## src/rtl/i2cm_csr_pkg.sv

```systemverilog
package i2cm_csr_pkg;

  // Word index (byte offset / 4) of each register
  typedef enum logic [3:0] {
    W_CMD     = 4'd1,
    W_ADDR_HI = 4'd3,
    W_ADDR_LO = 4'd4,
    W_DIV_STD = 4'd5,
    W_DIV_HS  = 4'd6,
    W_TX_CFG  = 4'd7,
    W_RX_CFG  = 4'd8,
    W_DATA    = 4'd9,
    W_STATUS  = 4'd10
  } reg_word_e;

  localparam int unsigned CMD_MASTER = 0;
  localparam int unsigned CMD_TENBIT = 1;
  localparam int unsigned CMD_IE     = 3;
  localparam int unsigned CMD_READ   = 4;
  localparam int unsigned CMD_COMB   = 5;
  localparam int unsigned CMD_START  = 6;
  localparam int unsigned CFG_FLUSH  = 7;
  localparam int unsigned ST_CLEAR   = 7;
  localparam int unsigned ST_DONE    = 0;
  localparam int unsigned ST_NAKA    = 1;
  localparam int unsigned ST_NAKD    = 2;
  localparam int unsigned CAUSE_W    = 7;
  localparam int unsigned ADDR_LO_W  = 7;
  localparam int unsigned ADDR_HI_W  = 3;

  typedef struct packed {
    logic combined;
    logic read;
    logic irq_en;
    logic ten_bit;
    logic master_en;
  } ctrl_t;

endpackage

```

## src/rtl/i2cm_byte_fifo.sv

```systemverilog
module i2cm_byte_fifo #(
  parameter int unsigned DEPTH = 16,
  parameter int unsigned WIDTH = 8
) (
  input  logic             clk,
  input  logic             rst_n,
  input  logic             flush_i,
  input  logic             push_i,
  input  logic [WIDTH-1:0] data_i,
  input  logic             pop_i,
  output logic [WIDTH-1:0] data_o,
  output logic             empty_o,
  output logic             full_o
);
  // DEPTH must be a power of two
  localparam int unsigned PTR_W = $clog2(DEPTH);

  logic [WIDTH-1:0] mem_q [DEPTH];
  logic [PTR_W:0]   wr_q, wr_d, rd_q, rd_d, count_w;
  logic             do_push, do_pop;

  assign count_w = wr_q - rd_q;
  assign empty_o = (wr_q == rd_q);
  assign full_o  = (count_w == (PTR_W+1)'(DEPTH));
  assign do_push = push_i & ~full_o & ~flush_i;
  assign do_pop  = pop_i & ~empty_o & ~flush_i;
  assign data_o  = mem_q[rd_q[PTR_W-1:0]];

  always_comb begin
    wr_d = wr_q;
    rd_d = rd_q;
    if (flush_i) begin
      wr_d = '0;
      rd_d = '0;
    end else begin
      if (do_push) wr_d = wr_q + (PTR_W+1)'(1);
      if (do_pop)  rd_d = rd_q + (PTR_W+1)'(1);
    end
  end

  always_ff @(posedge clk or negedge rst_n) begin
    if (!rst_n) begin
      wr_q <= '0;
      rd_q <= '0;
    end else begin
      wr_q <= wr_d;
      rd_q <= rd_d;
    end
  end

  always_ff @(posedge clk) begin
    if (do_push) mem_q[wr_q[PTR_W-1:0]] <= data_i;
  end

  p_fill_bound_r6: assert property (@(posedge clk) disable iff (!rst_n)
    count_w <= (PTR_W+1)'(DEPTH));

  p_empty_pop_r7: assert property (@(posedge clk) disable iff (!rst_n)
    (pop_i && empty_o && !push_i && !flush_i) |=> empty_o);

  p_flush_empties_r8: assert property (@(posedge clk) disable iff (!rst_n)
    flush_i |=> empty_o);

endmodule

```

## src/rtl/i2cm_irq_status.sv

```systemverilog
module i2cm_irq_status #(
  parameter int unsigned CAUSE_W = 7
) (
  input  logic               clk,
  input  logic               rst_n,
  input  logic               clear_i,
  input  logic [CAUSE_W-1:0] event_i,
  input  logic               irq_en_i,
  output logic [CAUSE_W-1:0] cause_o,
  output logic               irq_o
);
  logic [CAUSE_W-1:0] cause_q, cause_d;

  // Clear applies first, so an event in the clear cycle survives
  always_comb begin
    cause_d = clear_i ? '0 : cause_q;
    cause_d = cause_d | event_i;
  end

  always_ff @(posedge clk or negedge rst_n) begin
    if (!rst_n) cause_q <= '0;
    else        cause_q <= cause_d;
  end

  assign cause_o = cause_q;
  assign irq_o   = irq_en_i & (|cause_q);

  p_clear_empties_r11: assert property (@(posedge clk) disable iff (!rst_n)
    (clear_i && event_i == '0) |=> (cause_o == '0));

  p_cause_sticky_r10: assert property (@(posedge clk) disable iff (!rst_n)
    !clear_i |=> ((cause_o & $past(cause_o)) == $past(cause_o)));

endmodule

```

## src/rtl/i2cm_csr_front.sv

```systemverilog
module i2cm_csr_front
  import i2cm_csr_pkg::*;
#(
  parameter int unsigned ADDR_W     = 6,
  parameter int unsigned FIFO_DEPTH = 16,
  parameter int unsigned DIV_W      = 16
) (
  input  logic                          clk,
  input  logic                          rst_n,
  input  logic                          req_valid,
  input  logic                          req_write,
  input  logic [ADDR_W-1:0]             req_addr,
  input  logic [31:0]                   req_wdata,
  output logic                          rsp_valid,
  output logic [31:0]                   rsp_rdata,
  output logic                          eng_master_en,
  output logic                          eng_ten_bit,
  output logic                          eng_read,
  output logic                          eng_combined,
  output logic                          eng_start,
  output logic [9:0]                    eng_addr,
  output logic [DIV_W-1:0]              eng_div_std,
  output logic [DIV_W-1:0]              eng_div_hs,
  output logic [$clog2(FIFO_DEPTH)-1:0] eng_rd_len_m1,
  output logic                          eng_tx_valid,
  output logic [7:0]                    eng_tx_data,
  input  logic                          eng_tx_pop,
  input  logic                          eng_rx_push,
  input  logic [7:0]                    eng_rx_data,
  output logic                          eng_rx_full,
  input  logic                          eng_done,
  input  logic                          eng_nak_addr,
  input  logic                          eng_nak_data,
  output logic                          irq_o
);
  localparam int unsigned WORD_W = ADDR_W - 2;
  localparam int unsigned LEN_W  = $clog2(FIFO_DEPTH);

  logic [WORD_W-1:0] word_idx;
  logic wr_en, rd_en;
  logic wr_cmd, wr_hi, wr_lo, wr_dstd, wr_dhs, wr_txc, wr_rxc, wr_data, wr_stat, rd_data;

  ctrl_t                ctrl_q, ctrl_d;
  logic                 start_q, start_d;
  logic [ADDR_HI_W-1:0] addr_hi_q, addr_hi_d;
  logic [ADDR_LO_W-1:0] addr_lo_q, addr_lo_d;
  logic [DIV_W-1:0]     dstd_q, dstd_d, dhs_q, dhs_d;
  logic [LEN_W-1:0]     len_q, len_d;
  logic                 txfl_q, txfl_d, rxfl_q, rxfl_d;
  logic                 rsp_v_q, rsp_v_d;
  logic [31:0]          rsp_q, rsp_d, rd_mux;

  logic [7:0]           rx_head;
  logic                 rx_empty, tx_empty;
  logic [CAUSE_W-1:0]   cause, events;
  logic                 unused_bits;

  assign unused_bits = ^{req_wdata, req_addr[1:0]};

  // Request decode
  assign word_idx = req_addr[ADDR_W-1:2];
  assign wr_en    = req_valid & req_write;
  assign rd_en    = req_valid & ~req_write;
  assign wr_cmd   = wr_en & (word_idx == WORD_W'(W_CMD));
  assign wr_hi    = wr_en & (word_idx == WORD_W'(W_ADDR_HI));
  assign wr_lo    = wr_en & (word_idx == WORD_W'(W_ADDR_LO));
  assign wr_dstd  = wr_en & (word_idx == WORD_W'(W_DIV_STD));
  assign wr_dhs   = wr_en & (word_idx == WORD_W'(W_DIV_HS));
  assign wr_txc   = wr_en & (word_idx == WORD_W'(W_TX_CFG));
  assign wr_rxc   = wr_en & (word_idx == WORD_W'(W_RX_CFG));
  assign wr_data  = wr_en & (word_idx == WORD_W'(W_DATA));
  assign wr_stat  = wr_en & (word_idx == WORD_W'(W_STATUS));
  assign rd_data  = rd_en & (word_idx == WORD_W'(W_DATA));

  // Next state
  always_comb begin
    ctrl_d    = ctrl_q;
    addr_hi_d = addr_hi_q;
    addr_lo_d = addr_lo_q;
    dstd_d    = dstd_q;
    dhs_d     = dhs_q;
    len_d     = len_q;
    if (wr_cmd) begin
      ctrl_d.master_en = req_wdata[CMD_MASTER];
      ctrl_d.ten_bit   = req_wdata[CMD_TENBIT];
      ctrl_d.irq_en    = req_wdata[CMD_IE];
      ctrl_d.read      = req_wdata[CMD_READ];
      ctrl_d.combined  = req_wdata[CMD_COMB];
    end
    if (wr_hi)   addr_hi_d = req_wdata[ADDR_HI_W-1:0];
    if (wr_lo)   addr_lo_d = req_wdata[ADDR_LO_W-1:0];
    if (wr_dstd) dstd_d    = req_wdata[DIV_W-1:0];
    if (wr_dhs)  dhs_d     = req_wdata[DIV_W-1:0];
    if (wr_rxc)  len_d     = req_wdata[LEN_W-1:0];
    start_d = wr_cmd & req_wdata[CMD_START];
    txfl_d  = wr_txc & req_wdata[CFG_FLUSH];
    rxfl_d  = wr_rxc & req_wdata[CFG_FLUSH];
    rsp_v_d = rd_en;
    rsp_d   = rd_en ? rd_mux : '0;
  end

  // Read mux
  always_comb begin
    rd_mux = '0;
    case (word_idx)
      WORD_W'(W_CMD): begin
        rd_mux[CMD_MASTER] = ctrl_q.master_en;
        rd_mux[CMD_TENBIT] = ctrl_q.ten_bit;
        rd_mux[CMD_IE]     = ctrl_q.irq_en;
        rd_mux[CMD_READ]   = ctrl_q.read;
        rd_mux[CMD_COMB]   = ctrl_q.combined;
      end
      WORD_W'(W_ADDR_HI): rd_mux[ADDR_HI_W-1:0] = addr_hi_q;
      WORD_W'(W_ADDR_LO): rd_mux[ADDR_LO_W-1:0] = addr_lo_q;
      WORD_W'(W_DIV_STD): rd_mux[DIV_W-1:0]     = dstd_q;
      WORD_W'(W_DIV_HS):  rd_mux[DIV_W-1:0]     = dhs_q;
      WORD_W'(W_RX_CFG):  rd_mux[LEN_W-1:0]     = len_q;
      WORD_W'(W_DATA):    rd_mux[7:0]           = rx_empty ? 8'h00 : rx_head;
      WORD_W'(W_STATUS):  rd_mux[CAUSE_W-1:0]   = cause;
      default:            rd_mux = '0;
    endcase
  end

  // Registers
  always_ff @(posedge clk or negedge rst_n) begin
    if (!rst_n) begin
      ctrl_q    <= '0;
      start_q   <= 1'b0;
      addr_hi_q <= '0;
      addr_lo_q <= '0;
      dstd_q    <= '0;
      dhs_q     <= '0;
      len_q     <= '0;
      txfl_q    <= 1'b0;
      rxfl_q    <= 1'b0;
      rsp_v_q   <= 1'b0;
      rsp_q     <= '0;
    end else begin
      ctrl_q    <= ctrl_d;
      start_q   <= start_d;
      addr_hi_q <= addr_hi_d;
      addr_lo_q <= addr_lo_d;
      dstd_q    <= dstd_d;
      dhs_q     <= dhs_d;
      len_q     <= len_d;
      txfl_q    <= txfl_d;
      rxfl_q    <= rxfl_d;
      rsp_v_q   <= rsp_v_d;
      rsp_q     <= rsp_d;
    end
  end

  i2cm_byte_fifo #(.DEPTH(FIFO_DEPTH), .WIDTH(8)) u_tx_fifo (
    .clk     (clk),
    .rst_n   (rst_n),
    .flush_i (txfl_q),
    .push_i  (wr_data),
    .data_i  (req_wdata[7:0]),
    .pop_i   (eng_tx_pop),
    .data_o  (eng_tx_data),
    .empty_o (tx_empty),
    .full_o  ()
  );

  i2cm_byte_fifo #(.DEPTH(FIFO_DEPTH), .WIDTH(8)) u_rx_fifo (
    .clk     (clk),
    .rst_n   (rst_n),
    .flush_i (rxfl_q),
    .push_i  (eng_rx_push),
    .data_i  (eng_rx_data),
    .pop_i   (rd_data),
    .data_o  (rx_head),
    .empty_o (rx_empty),
    .full_o  (eng_rx_full)
  );

  always_comb begin
    events          = '0;
    events[ST_DONE] = eng_done;
    events[ST_NAKA] = eng_nak_addr;
    events[ST_NAKD] = eng_nak_data;
  end

  i2cm_irq_status #(.CAUSE_W(CAUSE_W)) u_status (
    .clk      (clk),
    .rst_n    (rst_n),
    .clear_i  (wr_stat & req_wdata[ST_CLEAR]),
    .event_i  (events),
    .irq_en_i (ctrl_q.irq_en),
    .cause_o  (cause),
    .irq_o    (irq_o)
  );

  assign eng_master_en = ctrl_q.master_en;
  assign eng_ten_bit   = ctrl_q.ten_bit;
  assign eng_read      = ctrl_q.read;
  assign eng_combined  = ctrl_q.combined;
  assign eng_start     = start_q;
  assign eng_addr      = {addr_hi_q, addr_lo_q};
  assign eng_div_std   = dstd_q;
  assign eng_div_hs    = dhs_q;
  assign eng_rd_len_m1 = len_q;
  assign eng_tx_valid  = ~tx_empty;
  assign rsp_valid     = rsp_v_q;
  assign rsp_rdata     = rsp_q;

  p_no_start_r3: assert property (@(posedge clk) disable iff (!rst_n)
    (req_valid && req_write && word_idx == WORD_W'(W_CMD) && !req_wdata[CMD_START])
      |=> !eng_start);

  p_tx_flush_r8: assert property (@(posedge clk) disable iff (!rst_n)
    (req_valid && req_write && word_idx == WORD_W'(W_TX_CFG) && req_wdata[CFG_FLUSH])
      |=> ##1 !eng_tx_valid);

endmodule

```

## config.mk

```make
export PLATFORM = sky130hd
export DESIGN_NAME = i2cm_csr_front
export DESIGN_NICKNAME = d
export VERILOG_FILES = /design/src/rtl/i2cm_csr_pkg.sv /design/src/rtl/i2cm_byte_fifo.sv /design/src/rtl/i2cm_irq_status.sv /design/src/rtl/i2cm_csr_front.sv
export SDC_FILE = /design/constraint.sdc
export NUM_CORES = 1
export LEC_CHECK = 0
export ABC_AREA = 1
export ABC_CLOCK_PERIOD_IN_PS = 3700
export BUFFER_PORTS_ARGS = -buffer_cell sky130_fd_sc_hd__clkbuf_2
export CAP_MARGIN = 20
export CORE_MARGIN = 5
export CORE_UTILIZATION = 45
export CTS_CLUSTER_SIZE = 25
export DETAILED_ROUTE_END_ITERATION = 12
export SLEW_MARGIN = 20
export SYNTH_ARGS = -nofsm -noshare
export SYNTH_HDL_FRONTEND = slang
export SYNTH_SLANG_ARGS = --single-unit
```

## constraint.sdc

```tcl
create_clock -name clk -period 3.7 [get_ports clk]
set_input_delay 0.555 -clock clk [delete_from_list [all_inputs] [get_ports clk]]
set_output_delay 0.555 -clock clk [all_outputs]
set_load 0.01 [all_outputs]
```

==> flow_metrics.env, run 1 <==
export IMPL_status="complete, no violations"
export IMPL_cp_common_cell="nand2_1"
export IMPL_avgRoutedWirePerCell_um=18.17
export IMPL_antenna_diode_count=0
export IMPL_synthArstFlopShare_pct=26.86
export IMPL_p_sw_mw=4.083
export IMPL_synth_top_cell_area_share_pct=50.13
export IMPL_yosysWarnings=0
export IMPL_syn_to_final_growth_pct=15.33
export IMPL_tns_ns=0
export IMPL_use_met3_pct=4.848
export IMPL_drv_cap=0
export IMPL_maxSlewHeadroom_pct=34.21
export IMPL_place_ws_ns=0.6715
export IMPL_drtIter0Drc=769
export IMPL_path_cells="inv_2 > ha_1 > nand2_1 > inv_2 > nand2_1 > nand2_1 > nor2_1 > nor2_1 > nand2_4 > inv_1 > clkbuf_2"
export IMPL_power_density_nw_per_um2=676.6
export IMPL_clock_latency_ns=0.53
export IMPL_hold_buffers=0
export IMPL_layout_nets=1712
export IMPL_arrival_ns=2.65
export IMPL_cp_slowest_stage_delay_ns=0.66
export IMPL_pwr_share_seq_pct=39.7
export IMPL_grt_pass1_wl_um=59840
export IMPL_avgSynthCellArea_um2=10.15
export IMPL_route_detailed_drc=0
export IMPL_rsz0062_at_grt="no"
export IMPL_sw_frac_of_total_pct=34.12
export IMPL_hold_class="in2async"
export IMPL_synthTopCellsByArea="edfxtp_1 (50%), dfrtp_1 (15%), nand2_1 (11%)"
export IMPL_p_comb_share_pct=28.3
export IMPL_pin_count=150
export IMPL_initial_core_util_pct=45.61
export IMPL_setup_ws_ns=0.4913
export IMPL_syn_area_um2=15330
export IMPL_required_ns=3.14
export IMPL_cts_sinks=350
export IMPL_slew_viol_final=0
export IMPL_post_route_period_util_pct=86.72
export IMPL_synth_seq_area_share_pct=65.48
export IMPL_internal_power_mw=7.883
export IMPL_min_period_ns=3.209
export IMPL_hold_violations=0
export IMPL_setup_violations=0
export IMPL_p_total_mw=11.97
export IMPL_synth_cell_type_count=39
export IMPL_die_w_um=194.6
export IMPL_track_usage_pct=19.94
export IMPL_overflow=0
export IMPL_r2r_slack_ns=0.63
export IMPL_power_frac_clock_pct=32.0
export IMPL_skew_ns=0.01343
export IMPL_syn_inst=1510
export IMPL_place_hpwl_um=25080
export IMPL_grt_busiest_layer="met2"
export IMPL_path_class="reg2out"
export IMPL_dieArea_um2=37870
export IMPL_cts_tree="done"
export IMPL_synth_edf_count=256
export IMPL_place_congestion=0.8712
export IMPL_max_freq_ghz=0.3117
export IMPL_htree_levels=2
export IMPL_cp_max_fo=13
export IMPL_grtUsageMet2_pct=30.74
export IMPL_finalWirelength_um=38440
export IMPL_ys_seq_elements=350
export IMPL_cts_setup_buffers=0
export IMPL_die_h_um=194.6
export IMPL_p_leak_nw=7.638
export IMPL_synth_top_area_cell="edfxtp_1"
export IMPL_antenna_found_initial=0
export IMPL_startpoint_type="flop"
export IMPL_cts_buffers=38
export IMPL_cts_path_max_buffers=3
export IMPL_synth_main_ff_cell="edfxtp_1"
export IMPL_synthMostInstantiatedCell="nand2_1"
export IMPL_grt_pass1_vias=10430
export IMPL_crit_slowest_cell="dfrtp_1"
export IMPL_fin_util_pct=52.61
export IMPL_cts_resized_gates=0
export IMPL_row_count=67
export IMPL_num_vias=10820
export IMPL_netlist_top_cells_count="nand2_1 (430), edfxtp_1 (256), inv_1 (152)"
export IMPL_worst_slew_pin_slew_ns=0.9845
export IMPL_grt_max_degree=66
export IMPL_viasPerCell=5.114
export IMPL_ant_nets=0
export IMPL_core_area_um2=33620
export IMPL_grt_met1_usage_pct=29.00
export IMPL_clk_pin_slew_worst_paths_ns=0.06
export IMPL_drtPass1Iterations=5
export IMPL_ir_drop_uv=467.1
export IMPL_portBuffers=115
export IMPL_end_kind="output port"
export IMPL_drive_gt1_share_pct=13.97
export IMPL_cts_root_buf="clkbuf_16"
export IMPL_cp_top_family="flip-flops"
export IMPL_critPathBufInv=4
## area by class of cell
cell class,count,area (um^2)
Multi-Input combinational cell,933,4333
Inverter,161,604.3
Clock inverter,21,240.2
Tap cell,448,560.5
Clock buffer,48,1013
Timing Repair Buffer,155,890.9
Fill cell,2992,15930
Sequential cell,350,10040
## path summary, 6_finish.rpt
path | start | endpoint | cells after the start
setup reg to reg | u_rx_fifo.rd_q[2] | u_rx_fifo.mem_q[12][3] | 11
hold reg to reg | ctrl_q[2] | ctrl_q[2] | 2
hold / removal | rst_n | eng_div_std[10] | 1
setup / recovery | u_rx_fifo.rd_q[2] | eng_rx_full | 11
min in group clk | req_write | rsp_valid | 2
max in group asynchronous | rst_n | u_rx_fifo.rd_q[0] | 2
## state kept, by name, summed over array words and instances (netlist names)
name	count
txfl_q	1
eng_div_std	16
ctrl_q	1
addr_lo_q	7
eng_combined	1
rxfl_q	1
eng_ten_bit	1
rsp_valid	1
eng_master_en	1
u_rx_fifo.rd_q	5
u_rx_fifo.mem_q	128
eng_start	1
u_tx_fifo.wr_q	5
rsp_rdata	16
eng_rd_len_m1	4
u_tx_fifo.rd_q	5
u_rx_fifo.wr_q	5
u_status.cause_o	3
eng_div_hs	16
eng_read	1
addr_hi_q	3
u_tx_fifo.mem_q	128
## kinds of logic after synthesis
| group | after synthesis | share of synthesized area (%) |
|---|---|---|
| xor gates and xnor gates | 11 | 0.6773 |
| and+or+nand+nor | 692 | 18.58 |
| other | 1 | 0.02446 |
| AOI/OAI and AO/OA | 196 | 7.140 |
| buffers and inverters | 242 | 6.634 |
| adders and majority gates | 18 | 1.469 |
| DFF | 350 | 65.48 |
## power groups by stage
| stage | Combinational (mW) | Clock (mW) | Sequential (mW) |
|---|---|---|---|
| 4_1_cts | 3.41 | 3.92 | 4.74 |
| 6_report | 3.39 | 3.83 | 4.75 |
| 2_1_floorplan | 2.22 | 0 | 4.81 |
| 3_3_place_gp | 3.36 | 0 | 4.81 |
| 5_1_grt | 3.81 | 4.08 | 4.78 |
| 3_5_place_dp | 3.40 | 0 | 4.82 |
## placed cells by master, fill, tap and decap left out, types with 3 or more instances in the layout
cell | synthesis | final
clkbuf_2 | 0 | 114
clkinv_1 | 4 | 7
nor2_1 | 121 | 121
inv_2 | 5 | 6
edfxtp_1 | 256 | 256
o221ai_1 | 12 | 12
ha_1 | 18 | 18
nand2_2 | 3 | 3
xor2_1 | 9 | 9
bufinv_16 | 0 | 5
nand4_1 | 16 | 16
clkbuf_16 | 0 | 39
o21ai_1 | 3 | 3
buf_4 | 19 | 40
o21ai_0 | 121 | 121
nand2_1 | 430 | 430
a21oi_1 | 28 | 28
dfrtp_1 | 94 | 92
o21bai_1 | 3 | 3
conb_1 | 1 | 16
o211ai_1 | 5 | 5
clkbuf_1 | 36 | 8
nor3_1 | 7 | 7
o22ai_1 | 18 | 18
clkinv_2 | 0 | 9
nand3_1 | 107 | 107
inv_1 | 152 | 151
## through the flow
stage | instance area, um^2 | instances | hold slack, ns
final | 17680 | 2116 | 0.1268
after global routing | 17680 | 2116 | 0.2005
after CTS | 17680 | 2116 | 0.1368
after detailed placement | 16430 | 2047 | 0.4839
after global placement | 16430 | 2047 | 0.4765
after floorplan | 15390 | 1525 | 0.2594
## layer usage
metal | part of all wire [%] | up-vias | routed length, um
met5 | 0 | - | 0
met4 | 1.6 | 0 | 625
met3 | 7.5 | 46 | 2877
met2 | 45 | 314 | 17450
met1 | 45 | 5190 | 17490
li1 | - | 5272 | -
No activity file was read; power rests on OpenSTA's default activity.
==> run 2, diff against run 1 <==
--- a/config.mk
+++ b/config.mk
@@ -9,7 +9,7 @@
 export ABC_CLOCK_PERIOD_IN_PS = 3700
 export BUFFER_PORTS_ARGS = -buffer_cell sky130_fd_sc_hd__clkbuf_2
 export CAP_MARGIN = 20
-export CORE_MARGIN = 5
+export CORE_MARGIN = 1
 export CORE_UTILIZATION = 45
 export CTS_CLUSTER_SIZE = 25
 export DETAILED_ROUTE_END_ITERATION = 12
==> flow_metrics.env, run 2 (same netlist as run 1, synthesis figures left out) <==
export IMPL_layout_commonest_cell="nand2_1"
export IMPL_pin_count=150
export IMPL_tns_ns=0
export IMPL_place_congestion=0.8505
export IMPL_place_ws_ns=0.6840
export IMPL_startpoint_type="flop"
export IMPL_p_leak_nw=7.609
export IMPL_status="complete, no violations"
export IMPL_cts_setup_buffers=0
export IMPL_cts_buffers=39
export IMPL_skew_ns=0.02405
export IMPL_rsz0062_at_grt="no"
export IMPL_ir_drop_uv=626.9
export IMPL_path_class="reg2out"
export IMPL_antenna_found_initial=0
export IMPL_clock_latency_ns=0.53
export IMPL_avgRoutedWirePerCell_um=18.11
export IMPL_grt_pass1_wl_um=59720
export IMPL_finalWirelength_um=38200
export IMPL_setup_violations=0
export IMPL_finalNonFillerCells=2109
export IMPL_cts_tree="done"
export IMPL_placed_area_um2=16370
export IMPL_cp_max_fo=35
export IMPL_grt_pass1_vias=10450
export IMPL_row_count=67
export IMPL_portBuffers=115
export IMPL_min_period_ns=3.276
export IMPL_post_route_period_util_pct=88.54
export IMPL_num_vias=10880
export IMPL_grt_max_degree=78
export IMPL_setup_ws_ns=0.4240
export IMPL_power_density_nw_per_um2=679.0
export IMPL_antenna_diode_count=0
export IMPL_final_cell_mix="nand2_1 (430), edfxtp_1 (256), inv_1 (151)"
export IMPL_max_freq_ghz=0.3052
export IMPL_hold_class="in2async"
export IMPL_clk_pin_slew_worst_paths_ns=0.07
export IMPL_htree_levels=2
export IMPL_drive_gt1_share_pct=13.79
export IMPL_cts_path_max_buffers=3
export IMPL_arrival_ns=2.72
export IMPL_fin_util_pct=52.65
export IMPL_p_total_mw=11.99
export IMPL_drtIter0Drc=871
export IMPL_maxSlewHeadroom_pct=35.63
export IMPL_hold_buffers=0
export IMPL_dieArea_um2=34820
export IMPL_syn_to_final_growth_pct=15.13
export IMPL_die_w_um=186.6
export IMPL_required_ns=3.14
export IMPL_viasPerCell=5.157
export IMPL_end_kind="output port"
export IMPL_ant_nets=0
export IMPL_track_usage_pct=21.96
export IMPL_drtPass1Iterations=5
export IMPL_slew_viol_final=0
export IMPL_drv_cap=0
export IMPL_dp_cells=2040
export IMPL_worst_slew_pin_slew_ns=0.9632
export IMPL_layout_nets=1706
export IMPL_hold_slack_ns=0.06950
export IMPL_place_hpwl_um=24840
export IMPL_reg2reg_depth=11
export IMPL_route_detailed_drc=0
export IMPL_cts_sinks=350
export IMPL_fin_area_um2=17650
export IMPL_overflow=0
export IMPL_core_area_um2=33530
export IMPL_cts_resized_gates=0
export IMPL_initial_core_util_pct=45.73
export IMPL_die_h_um=186.6
export IMPL_hold_violations=0
export IMPL_cts_root_buf="clkbuf_16"
==> run 2: area by class of cell <==
cell class              instances  area [um^2]
clock buffers                  50         1077
clock inverters                19        206.4
fillers                      3035        15880
inverters                     161        604.3
multi-input cells             933         4333
flip-flops and latches        350        10040
well taps                     448        560.5
repair buffers                148        829.5
==> run 2: power by group <==
part | switching [mW] | leakage [nW] | total (mW) | internal, mW
combinational | 2.33 | 3.45 | 3.37 | 1.03
clock | 1.56 | 0.633 | 3.83 | 2.28
sequential | 0.255 | 3.53 | 4.79 | 4.53
total | 4.15 | 7.61 | 12.0 | 7.84
==> run 2: worst paths after layout <==
kind	endpoint	startpoint	slack (ns)
worst min register to register	ctrl_q[2]	ctrl_q[2]	0.51
worst min-delay path	u_rx_fifo.wr_q[2]	rst_n	0.07
worst max-delay path	eng_tx_data[2]	u_tx_fifo.rd_q[0]	0.42
worst max register to register	u_rx_fifo.mem_q[11][0]	u_rx_fifo.rd_q[2]	0.71
max in group asynchronous	rsp_rdata[8]	rst_n	2.96
min in group clk	u_status.cause_o[2]	eng_nak_data	0.24
==> run 2: routing by layer <==
layer	up-vias	global-route usage, %	share of wire, %
li1	5249	-	-
met1	5174	31.04	45
met2	396	33.78	45
met3	58	5.059	8.1
met4	0	6.683	2.4
met5	-	0	0
==> run 2: worst max-delay path, stage by stage (launching register included) <==
cell and delay [ns]:
dfrtp_2 0.59, inv_2 0.53, buf_4 0.41, o21ai_0 0.12
o22ai_1 0.17, nand2_1 0.08, nand3_1 0.12, clkbuf_2 0.15
==> run 3, diff against run 2 <==
--- a/config.mk
+++ b/config.mk
@@ -5,14 +5,14 @@
 export SDC_FILE = /design/constraint.sdc
 export NUM_CORES = 1
 export LEC_CHECK = 0
-export ABC_AREA = 1
-export ABC_CLOCK_PERIOD_IN_PS = 3700
+export ABC_AREA = 0
 export BUFFER_PORTS_ARGS = -buffer_cell sky130_fd_sc_hd__clkbuf_2
 export CAP_MARGIN = 20
 export CORE_MARGIN = 1
 export CORE_UTILIZATION = 45
 export CTS_CLUSTER_SIZE = 25
 export DETAILED_ROUTE_END_ITERATION = 12
+export SETUP_SLACK_MARGIN = 0.15
 export SLEW_MARGIN = 20
 export SYNTH_ARGS = -nofsm -noshare
 export SYNTH_HDL_FRONTEND = slang
==> flow_metrics.env, run 3 <==
export IMPL_status="complete, no violations"
export IMPL_netlist_top_cells_count="edfxtp_1 (256), dfrtp_1 (94), mux4_2 (72)"
export IMPL_portBuffers=115
export IMPL_finalNonFillerCells=1442
export IMPL_sw_frac_of_total_pct=28.63
export IMPL_dp_cells=1374
export IMPL_skew_ns=0.02641
export IMPL_min_period_ns=3.392
export IMPL_setup_ws_ns=0.3082
export IMPL_yosysWarnings=0
export IMPL_avgRoutedWirePerCell_um=21.61
export IMPL_place_congestion=0.7815
export IMPL_avgSynthCellArea_um2=16.80
export IMPL_hold_violations=0
export IMPL_multi_input_area_um2=4235
export IMPL_dieArea_um2=33130
export IMPL_hold_class="in2async"
export IMPL_cts_resized_gates=0
export IMPL_route_detailed_drc=0
export IMPL_syn_to_final_growth_pct=15.88
export IMPL_cts_tree="done"
export IMPL_internal_power_mw=8.067
export IMPL_required_ns=3.14
export IMPL_slew_viol_final=0
export IMPL_arrival_ns=2.84
export IMPL_core_area_um2=31720
export IMPL_cts_path_max_buffers=3
export IMPL_hold_slack_ns=0.03006
export IMPL_cp_max_fo=11
export IMPL_synth_top_area_cell="edfxtp_1"
export IMPL_setup_violations=0
export IMPL_pwr_share_seq_pct=42.1
export IMPL_synthMostInstantiatedCell="edfxtp_1"
export IMPL_htree_levels=2
export IMPL_cts_root_buf="clkbuf_16"
export IMPL_overflow=0
export IMPL_track_usage_pct=19.45
export IMPL_place_ws_ns=0.6342
export IMPL_syn_inst=868
export IMPL_finalWirelength_um=31160
export IMPL_clock_latency_ns=0.52
export IMPL_p_total_mw=11.30
export IMPL_worst_slew_pin_slew_ns=0.8328
export IMPL_p_sw_mw=3.236
export IMPL_synth_edf_count=256
export IMPL_tns_ns=0
export IMPL_pin_count=150
export IMPL_synth_main_ff_cell="edfxtp_1"
export IMPL_antenna_found_initial=0
export IMPL_synth_cell_type_count=63
export IMPL_synthTopCellsByArea="edfxtp_1 (53%), dfrtp_1 (16%), mux4_2 (11%)"
export IMPL_drtIter0Drc=690
export IMPL_cts_buffers=37
export IMPL_clk_pin_slew_worst_paths_ns=0.07
export IMPL_startpoint_type="flop"
export IMPL_grt_pass1_wl_um=49090
export IMPL_drtPass1Iterations=5
export IMPL_ir_drop_uv=484.4
export IMPL_viasPerCell=5.530
export IMPL_num_vias=7974
export IMPL_grt_pass1_vias=8051
export IMPL_ys_seq_elements=350
export IMPL_layout_nets=1084
export IMPL_row_count=65
export IMPL_fillCellCount=2595
export IMPL_register_area_um2=10040
export IMPL_p_comb_share_pct=25.3
export IMPL_ant_nets=0
export IMPL_synthArstFlopShare_pct=26.86
export IMPL_rsz0062_at_grt="no"
export IMPL_power_density_nw_per_um2=668.8
export IMPL_final_cell_mix="edfxtp_1 (256), clkbuf_2 (114), dfrtp_1 (92)"
export IMPL_drive_gt1_share_pct=29.52
export IMPL_die_h_um=182.0
export IMPL_antenna_diode_count=0
export IMPL_die_w_um=182.0
export IMPL_synth_top_cell_area_share_pct=52.71
export IMPL_cts_sinks=350
export IMPL_cts_setup_buffers=0
export IMPL_syn_area_um2=14590
export IMPL_drv_cap=0
export IMPL_placed_area_um2=15690
export IMPL_synth_seq_area_share_pct=68.83
export IMPL_fin_area_um2=16900
export IMPL_initial_core_util_pct=45.98
export IMPL_place_hpwl_um=20870
export IMPL_layout_commonest_cell="edfxtp_1"
export IMPL_grt_max_degree=53
export IMPL_max_freq_ghz=0.2948
export IMPL_fin_util_pct=53.29
export IMPL_maxSlewHeadroom_pct=44.28
export IMPL_path_class="reg2out"
export IMPL_post_route_period_util_pct=91.67
export IMPL_power_frac_clock_pct=32.6
export IMPL_end_kind="output port"
export IMPL_hold_buffers=0
export IMPL_p_leak_nw=6.319
run 3: cell types whose count changed in the layout (fill, tap and decap cells not counted), moves of 14 or more:
cell and delta:
mux2_2 +26, mux4_2 +72, nand3_1 -98, mux2_1 +26
o21ai_0 -113, nand2_1 -367, a22oi_1 +14, nor2_1 -75
inv_1 -139
run 3: power by group through the flow:
stage | sequential (mW) | combinational [mW] | clock, mW
final | 4.76 | 2.86 | 3.69
after global placement | 4.82 | 2.88 | 0
after floorplan | 4.82 | 1.96 | 0
after global routing | 4.79 | 3.15 | 3.94
after CTS | 4.75 | 2.91 | 3.77
after detailed placement | 4.83 | 2.90 | 0
run 3: worst max-delay path, stage by stage (launching register included):
cell,delay (ns)
dfrtp_1,0.39
clkinvlp_4,0.20
ha_1,0.36
nor2b_2,0.18
a2111o_1,0.37
a21oi_1,0.13
and4bb_1,0.32
buf_4,0.20
clkbuf_2,0.16
run 3: logic make-up (layout without fill, tap and decap cells):
kind of cell	count (synthesis)	count (layout)	synth area share, %
mux	127	127	15.34
buf+inv	74	231	2.599
fa+ha+maj	18	18	1.544
other cells	1	16	0.02571
xor+xnor	11	11	0.6606
compound gates	96	96	4.264
flops	350	350	68.83
simple gates	191	191	6.734
run 3: worst paths after layout:
check,from,to,slack [ns],cells after the start
setup / recovery,u_rx_fifo.rd_q[1],eng_rx_full,0.31,8
hold / removal,rst_n,eng_div_std[6],0.03,1
setup reg to reg,u_rx_fifo.rd_q[1],u_rx_fifo.mem_q[13][1],0.60,8
hold reg to reg,u_status.cause_o[0],u_status.cause_o[0],0.52,1
max in group asynchronous,rst_n,rsp_rdata[4],2.99,2
min in group clk,eng_done,u_status.cause_o[0],0.22,2
run 3: cell type report:
cell class,instances,share of cell area [%]
repair buffers,148,5.034
well taps,402,2.976
inverters,15,0.3553
clock inverters,18,1.273
flip-flops and latches,350,59.42
clock buffers,50,5.885
multi-input cells,459,25.06
run 3: routing by layer:
metal | wire [um] | GRT usage (%) | vias up
li1 | - | - | 3658
met1 | 14570 | 28.56 | 4087
met2 | 14290 | 29.69 | 199
met3 | 1926 | 4.633 | 30
met4 | 373 | 4.067 | 0
met5 | 0 | 0 | -
